[config.mk]
export PLATFORM = sky130hd
export DESIGN_NAME = arb_timebase
export DESIGN_NICKNAME = d
export VERILOG_FILES = /design/src/rtl/arb_timebase_pkg.sv /design/src/rtl/us_prescaler.sv /design/src/rtl/ms_timer.sv /design/src/rtl/delay_unit.sv /design/src/rtl/arb_timebase.sv
export SDC_FILE = /design/constraint.sdc
export NUM_CORES = 1
export LEC_CHECK = 0
export BUFFER_PORTS_ARGS = -buffer_cell sky130_fd_sc_hd__clkbuf_2
export CORE_ASPECT_RATIO = 1.25
export CORE_MARGIN = 3
export CORE_UTILIZATION = 47
export DETAILED_ROUTE_END_ITERATION = 10
export GPL_TIMING_DRIVEN = 0
export PLACE_DENSITY_LB_ADDON = 0.12
export SYNTH_ARGS = -nofsm -noshare
export SYNTH_HDL_FRONTEND = slang
export SYNTH_SLANG_ARGS = --single-unit
[constraint.sdc]
create_clock -name clk -period 3.5 [get_ports clk]
set_input_delay 0.7 -clock clk [delete_from_list [all_inputs] [get_ports clk]]
set_output_delay 0.7 -clock clk [all_outputs]
set_load 0.01 [all_outputs]
[src/rtl/arb_timebase_pkg.sv]
package arb_timebase_pkg;
  localparam int DIV_W    = 6;
  localparam int SEL_W    = 3;
  localparam int FREQ_MIN = 2;
  localparam int FREQ_MAX = 40;

  // Force a frequency setting into the supported range.
  function automatic logic [DIV_W-1:0] clamp_div(input logic [DIV_W-1:0] v);
    if (int'(v) < FREQ_MIN) return DIV_W'(FREQ_MIN);
    if (int'(v) > FREQ_MAX) return DIV_W'(FREQ_MAX);
    return v;
  endfunction

  // Number of microsecond ticks in the selected delay.
  function automatic int unsigned delay_ticks(input logic [SEL_W-1:0] sel,
                                              input logic slow,
                                              input int unsigned fast_step,
                                              input int unsigned slow_step);
    int unsigned step;
    step = slow ? slow_step : fast_step;
    return (int'(sel) + 1) * step;
  endfunction
endpackage

[src/rtl/us_prescaler.sv]
module us_prescaler
  import arb_timebase_pkg::*;
(
  input  logic             clk,
  input  logic             rst_n,
  input  logic             load,
  input  logic [DIV_W-1:0] div_in,
  output logic [DIV_W-1:0] div_q,
  output logic             us_tick
);
  logic [DIV_W-1:0] pcnt;
  logic             wrap;

  assign wrap    = (pcnt == div_q - DIV_W'(1));
  assign us_tick = wrap && !load;

  always_ff @(posedge clk) begin
    if (!rst_n) begin
      div_q <= DIV_W'(FREQ_MAX);
      pcnt  <= '0;
    end else if (load) begin
      div_q <= clamp_div(div_in);
      pcnt  <= '0;
    end else if (wrap) begin
      pcnt  <= '0;
    end else begin
      pcnt  <= pcnt + DIV_W'(1);
    end
  end
endmodule

[src/rtl/ms_timer.sv]
module ms_timer #(
  parameter int US_PER_MS = 1000,
  parameter int MS_W      = 10
) (
  input  logic            clk,
  input  logic            rst_n,
  input  logic            clear,
  input  logic            us_tick,
  output logic [MS_W-1:0] ms_cnt,
  output logic            ms_tick
);
  localparam logic [MS_W-1:0] LAST = MS_W'(US_PER_MS - 1);

  always_ff @(posedge clk) begin
    if (!rst_n) begin
      ms_cnt  <= '0;
      ms_tick <= 1'b0;
    end else begin
      ms_tick <= 1'b0;
      if (clear) begin
        ms_cnt <= '0;
      end else if (us_tick) begin
        if (ms_cnt == LAST) begin
          ms_cnt  <= '0;
          ms_tick <= 1'b1;
        end else begin
          ms_cnt <= ms_cnt + MS_W'(1);
        end
      end
    end
  end
endmodule

[src/rtl/delay_unit.sv]
module delay_unit
  import arb_timebase_pkg::*;
#(
  parameter int FAST_STEP = 1,
  parameter int SLOW_STEP = 8,
  parameter int CNT_W     = 7
) (
  input  logic             clk,
  input  logic             rst_n,
  input  logic             start,
  input  logic [SEL_W-1:0] sel,
  input  logic             slow,
  input  logic             us_tick,
  output logic             done,
  output logic             busy
);
  logic [CNT_W-1:0] rem;
  logic [CNT_W-1:0] load_val;
  logic             expire;

  assign load_val = CNT_W'(delay_ticks(sel, slow, FAST_STEP, SLOW_STEP));
  assign expire   = busy && us_tick && (rem == CNT_W'(1));

  always_ff @(posedge clk) begin
    if (!rst_n) begin
      rem  <= '0;
      busy <= 1'b0;
      done <= 1'b0;
    end else begin
      done <= 1'b0;
      if (start) begin
        rem  <= load_val;
        busy <= 1'b1;
      end else if (expire) begin
        rem  <= '0;
        busy <= 1'b0;
        done <= 1'b1;
      end else if (busy && us_tick) begin
        rem  <= rem - CNT_W'(1);
      end
    end
  end
endmodule

[src/rtl/arb_timebase.sv]
module arb_timebase
  import arb_timebase_pkg::*;
#(
  parameter int US_PER_MS = 1000,
  parameter int FAST_STEP = 1,
  parameter int SLOW_STEP = 8
) (
  input  logic                         clk,
  input  logic                         rst_n,
  input  logic                         div_load,
  input  logic [5:0]                   div_in,
  input  logic [2:0]                   dly_sel,
  input  logic                         slow_mode,
  input  logic                         start,
  output logic                         dly_done,
  output logic                         ms_tick,
  output logic [5:0]                   div_rd,
  output logic [$clog2(US_PER_MS)-1:0] ms_rd
);
  localparam int MS_W    = $clog2(US_PER_MS);
  localparam int MAX_STP = (FAST_STEP > SLOW_STEP) ? FAST_STEP : SLOW_STEP;
  localparam int CNT_W   = $clog2((2 ** SEL_W) * MAX_STP + 1);

  logic us_tick;
  logic dly_busy;

  us_prescaler u_pre (
    .clk     (clk),
    .rst_n   (rst_n),
    .load    (div_load),
    .div_in  (div_in),
    .div_q   (div_rd),
    .us_tick (us_tick)
  );

  ms_timer #(.US_PER_MS(US_PER_MS), .MS_W(MS_W)) u_ms (
    .clk     (clk),
    .rst_n   (rst_n),
    .clear   (div_load),
    .us_tick (us_tick),
    .ms_cnt  (ms_rd),
    .ms_tick (ms_tick)
  );

  delay_unit #(.FAST_STEP(FAST_STEP), .SLOW_STEP(SLOW_STEP), .CNT_W(CNT_W)) u_dly (
    .clk     (clk),
    .rst_n   (rst_n),
    .start   (start),
    .sel     (dly_sel),
    .slow    (slow_mode),
    .us_tick (us_tick),
    .done    (dly_done),
    .busy    (dly_busy)
  );
endmodule

* After elaboration in Yosys (flattened, before gate mapping)
Cells that the tools add are included.
** Cells by class
- Multiplexer cells :: 20
- Equality and inequality tests :: 3
- Bitwise gates (word level) :: 2
- $lt $le $gt $ge :: 2
- Multiply operators :: 1
- Reductions and logical operators :: 10
- Add/subtract/negate cells :: 5
** Operators with widths (count)
- multiplier 32 x 32 -> 7 bit :: 1
- two-way mux 6 bit :: 4
- two-way mux 7 bit :: 3
- two-way mux 1 bit :: 11
- adder 10 x 1 -> 10 bit, second input constant :: 1
- == test 10 bit, second input constant :: 1
- two-way mux 10 bit :: 1
- == test 7 x 1 -> 1 bit, second input constant :: 1
- subtractor 7 x 1 -> 7 bit, second input constant :: 1
- adder 6 x 1 -> 6 bit, second input constant :: 1
- == test 6 bit :: 1
- greater-than comparator 6 bit, second input constant :: 1
- < comparator 6 x 2 -> 1 bit, second input constant :: 1
- OR reduction 3 bit :: 2
- subtractor 6 x 1 -> 6 bit, second input constant :: 1
- adder 3 x 1 -> 4 bit, second input constant :: 1
- two-way mux 4 bit :: 1
- OR reduction 2 bit :: 2
- logical AND 1 bit :: 3
- nonzero test 3 bit :: 1
- NOT 1 bit :: 2
- nonzero test 2 bit :: 1
- logical NOT 1 bit :: 1
** Word-level totals
- Register bits :: 32
- Logic and storage cells :: 50
- Output and inout port bits :: 18
- Input bits :: 14

* Longest topological paths before layout
- Word-level depth :: 9
- Depth in mapped cells :: 10
- Depth with buffers taken out :: 8

* Cells and area by module
Synthesis repeated with hierarchy kept, for this count alone.
** Second synthesis, totals
- Cell total of the unflattened synthesis :: 200
- Area total of the unflattened synthesis :: 1801.7 sq um
** Modules (own cells, without submodules)
- us_prescaler :: area an instance 665.6 sq um, instances 1, cells an instance 74
- delay_unit :: area an instance 615.6 sq um, instances 1, cells an instance 70
- ms_timer :: area an instance 520.5 sq um, instances 1, cells an instance 56

* Worst setup path before layout
No wires, ideal clock.
- Path type :: register -> register
- Start :: register u_pre.div_q[0]
- End :: register u_dly.rem[0]
- Path buffers :: 2
- Path slack :: 1200 ps
- Stages on the path, launching flop included :: 11
- Arrival :: 2168 ps
- Cell sequence :: dfxtp_1 -> inv_1 -> ha_1 -> o21ba_1 -> a221oi_2 -> a41oi_1 -> buf_6 -> nor4_4 -> buf_6 -> mux2i_1 -> o32ai_2
** Between the ends
- Word-level cells in the longest chain between the ends :: 7
- Elaborated cells between the ends (all ways) :: 8
** RTL lines
- start, declared :: RTL line us_prescaler.sv:8 : output logic [DIV_W-1:0] div_q,
- start signal, assigned :: RTL line us_prescaler.sv:19 : div_q <= DIV_W'(FREQ_MAX);
- start signal, assigned :: RTL line us_prescaler.sv:22 : div_q <= clamp_div(div_in);
- subtractor 6 x 1 -> 6 bit * :: RTL line us_prescaler.sv:14 : assign wrap = (pcnt == div_q - DIV_W'(1));
- == test 6 bit * :: RTL line us_prescaler.sv:14
- logical AND 1 bit * :: RTL line us_prescaler.sv:15 : assign us_tick = wrap && !load;
- logical AND 1 bit * :: RTL line delay_unit.sv:22, delay_unit.sv:38
- logical AND 1 bit :: RTL line delay_unit.sv:22 : assign expire = busy && us_tick && (rem == CNT_W'(1));
- two-way mux 7 bit :: RTL line delay_unit.sv:34 : end else if (expire) begin
- two-way mux 7 bit :: RTL line delay_unit.sv:31 : if (start) begin
- end signal, assigned :: RTL line delay_unit.sv:32 : rem <= load_val;
- end signal, assigned :: RTL line delay_unit.sv:39 : rem <= rem - CNT_W'(1);
- end, declared :: RTL line delay_unit.sv:17 : logic [CNT_W-1:0] rem;
Every way passes the cells marked *; elsewhere a longest branch is shown, timed or not.
A chain may end at the register's enable or synchronous reset.

* Worst setup path in the final report
- Start :: register u_pre.div_q[0]
- End :: register u_ms.ms_cnt[0]
** Between the ends
- Word-level cells in the longest chain between the ends :: 3
** RTL lines
- subtractor 6 x 1 -> 6 bit :: RTL line us_prescaler.sv:14
- == test 6 bit :: RTL line us_prescaler.sv:14
- logical AND 1 bit :: RTL line us_prescaler.sv:15
- end signal, assigned :: RTL line ms_timer.sv:27 : ms_cnt <= ms_cnt + MS_W'(1);
- end, declared :: RTL line ms_timer.sv:9 : output logic [MS_W-1:0] ms_cnt,
Every way passes these cells.

==> impl_metrics.json <==
{
  "grt_pass1_wl_um": 6651,
  "clock_latency_late_sink_ns": 0.28,
  "synthDominantCellAreaShare_pct": 34.71,
  "worst-path-max-fanout": 10,
  "h-tree-depth": 2,
  "netlist_instances": 212,
  "setup_tns_ns": 0,
  "final-hold-violation-count": 0,
  "r2r.worst_path.cells": 8,
  "dieArea_um2": 4719,
  "track_usage_pct": 18.17,
  "hold_path.class": "flop to flop",
  "area_growth_pct": 17.76,
  "cp_slowest_cell": "o31ai_4",
  "synth_common_cells": "32 x dfxtp_1, 32 x nor2_1, 16 x xnor2_1",
  "ys_warn_count": 0,
  "wire_per_inst_um": 12.89,
  "critical_path_capture_point_type": "flop",
  "min_period_ns": 2.505,
  "status": "finished clean",
  "io_pins": 32,
  "detail-route-antenna-nets": 0,
  "postCtsSetupRepairBufs": 0,
  "route.vias.total": 1635,
  "firstDrtPassIters": 4,
  "number_of_clock_buffers_inserted_by_tritoncts": 5,
  "first_global_vias": 1519,
  "number_of_antenna_violations_at_the_first_check_in_global_routing": 0,
  "layoutNonFillerInstCount": 303,
  "floorplan.rows": 24,
  "finish.net_count": 273,
  "dp.cells": 295,
  "synth_ff_type": "dfxtp_1",
  "viasPerCell": 5.396,
  "critPathLaunchType": "flop",
  "post_cts.resized_instances": 0,
  "pin_count_of_the_biggest_net_entering_global_routing": 11,
  "drt_iter0_markers": 112,
  "core_area_um2": 3633,
  "final-max-slew-violation-count": 0,
  "antenna_cells": 0,
  "cell_chain_critical_path": "inv_1 > ha_1 > o21ba_1 > a221oi_2 > a41oi_1 > or3_4 > o31ai_4 > nor2_1",
  "initial_core_util_pct": 50.79,
  "gp_congestion": 0.7915,
  "globalRouteOverflowTotal": 0,
  "cp.required_ns": 3.66,
  "maxCapViolCount": 0,
  "synth.largest_area_cell": "dfxtp_1",
  "io_buffer_count": 31,
  "worst_clock_skew_ns": 0.005659,
  "p_leak_nw": 0.8303,
  "path_clk_slew_ns": 0.07,
  "report.final.setup_viol": 0,
  "wirelength_um": 3906,
  "worst_hold_path.num_cells": 1,
  "proportion_of_synthesized_chip_area_in_sequential_cells_pct": 34.71,
  "cts_num_sinks": 32,
  "drive_gt1_share_pct": 19.52,
  "postSynthNetCount": 235,
  "synthTopCellsByArea": "dfxtp_1 35%, xnor2_1 7.6%, nor2_1 6.5%",
  "critical_path_cell_count": 8,
  "mappedNetlistArea_um2": 1846,
  "finalWorstSetupSlack_ns": 0.9953,
  "detailed_place_hpwl_um": 2878,
  "hold_fix_buffers_cts": 0,
  "die_width_um": 62.05,
  "clock_path_buffers": 2,
  "drc_errors": 0,
  "achievable-frequency_mhz": 399.2,
  "fill_cells": 350,
  "synth_enable_flop_cells": 0,
  "pre_cts_slack_ns": 0.9626,
  "cts_tree": "yes",
  "worstMarginPinSlew_ns": 0.7533,
  "timing.final.crit_share_pct": 71.56,
  "cts_root_buffer": "clkbuf_8",
  "synth.avg_cell_area_um2": 8.705,
  "yosys_register_bits": 32,
  "power_per_cell_area_nw_per_um2": 386.9,
  "die_h_um": 76.06,
  "crit_type": "flop to flop",
  "timing.max_slew.rel_slack_pct": 49.56,
  "number_of_buffer_and_inverter_stages_on_the_critical_path": 1,
  "timing.critical_path.arrival_ns": 2.67,
  "rsz0062_at_grt": "false",
  "worst_path_dominant_cell_family": "compound AO/OA/AOI/OAI gates",
  "postSynth.asyncResetShare_pct": 0,
  "max_stage_delay_ns": 0.48,
  "synth_cell_type_count": 47,
  "irDropWorstVdd_mv": 0.3466
}
[final timing paths]
| check | startpoint | to | slack, ns |
|---|---|---|---|
| setup / recovery | u_pre.div_q[0]$_SDFFE_PN0P_ | u_ms.ms_cnt[0]$_SDFFE_PP0N_ | 1.0 |
| hold / removal | u_pre.pcnt[0]$_SDFF_PP0_ | u_pre.pcnt[0]$_SDFF_PP0_ | 0.48 |
| setup reg to reg | u_pre.div_q[0]$_SDFFE_PN0P_ | u_ms.ms_cnt[0]$_SDFFE_PP0N_ | 1.0 |
| hold reg to reg | u_pre.pcnt[0]$_SDFF_PP0_ | u_pre.pcnt[0]$_SDFF_PP0_ | 0.48 |
[report_power, final]
part	internal [mW]	leakage, nW	switching, mW	total (mW)
combinational	0.0475	0.515	0.0609	0.108
clock	0.211	0.0552	0.136	0.347
sequential	0.374	0.260	0.0118	0.386
[sequential cells by signal (all words and copies together) (netlist names)]
| name | flops |
|---|---|
| u_pre.pcnt | 6 |
| u_pre.div_q | 6 |
| u_ms.ms_tick | 1 |
| u_ms.ms_cnt | 10 |
| u_dly.busy | 1 |
| u_dly.rem | 7 |
| u_dly.done | 1 |
[placed cells by master, fill, tap and decap left out, types with 2 or more instances in the layout]
cell type	count
nor4_1	2
nand2_1	11
xnor2_1	16
nand3b_1	2
o21ai_0	7
buf_6	3
a21oi_1	11
nand2b_1	4
nor2b_1	2
and3_1	4
and2_1	2
nor3b_1	2
nor4b_1	4
mux2i_1	5
nor2_1	32
clkbuf_1	3
inv_1	8
clkbuf_2	31
a311oi_1	2
dfxtp_1	32
nand3_1	9
clkbuf_8	5
xor2_1	6
nand4_1	6
ha_1	9
nor3_1	8
[cells by family after synthesis]
logic type               Yosys count  share of synthesized area, %
AND/OR/NAND/NOR                   94                         27.12
AO/OA/AOI/OAI                     35                         14.31
flip-flops                        32                         34.71
XOR/XNOR                          22                         10.44
buffers and inverters             15                         4.610
adder cells (fa/ha/maj)            9                         6.102
multiplexers                       5                         2.712
[worst reg2reg max path, cell delays in order, from the launching register on]
cell      delay (ns)
dfxtp_1         0.45
inv_1           0.08
ha_1            0.26
o21ba_1         0.20
a221oi_2        0.26
a41oi_1         0.10
or3_4           0.46
o31ai_4         0.48
nor2_1          0.10
[routing by layer]
metal	routed length, um	track usage (%)	part of all wire (%)	up-vias
met5	0	0	0	-
met4	93	7.856	2.4	0
met1	1742	22.44	45	757
met3	168	5.085	4.3	9
li1	-	-	-	833
met2	1901	28.42	49	36
[through the flow]
stage	power, mW	utilization (%)	area (um2)	hold slack (ns)
detailed placement	0.5015	56.85	2066	0.4686
global route	0.8801	59.81	2173	0.5032
floorplan	0.4680	-	1846	0.4411
global placement	0.5002	56.85	2066	0.4688
CTS	0.8509	59.81	2173	0.4849
finish	0.8409	59.81	2173	0.4779
[area by class of cell]
class | instances | area, um2 | share of cell area [%]
timing repair buffer | 31 | 155.1 | 7.139
buffer | 7 | 55.05 | 2.533
multi-input combinational | 165 | 1120 | 51.53
tap | 52 | 65.06 | 2.994
clock buffer | 6 | 72.57 | 3.339
clock inverter | 2 | 35.03 | 1.612
sequential | 32 | 640.6 | 29.48
inverter | 8 | 30.03 | 1.382
Note: power is estimated with default switching activity, not from simulation.
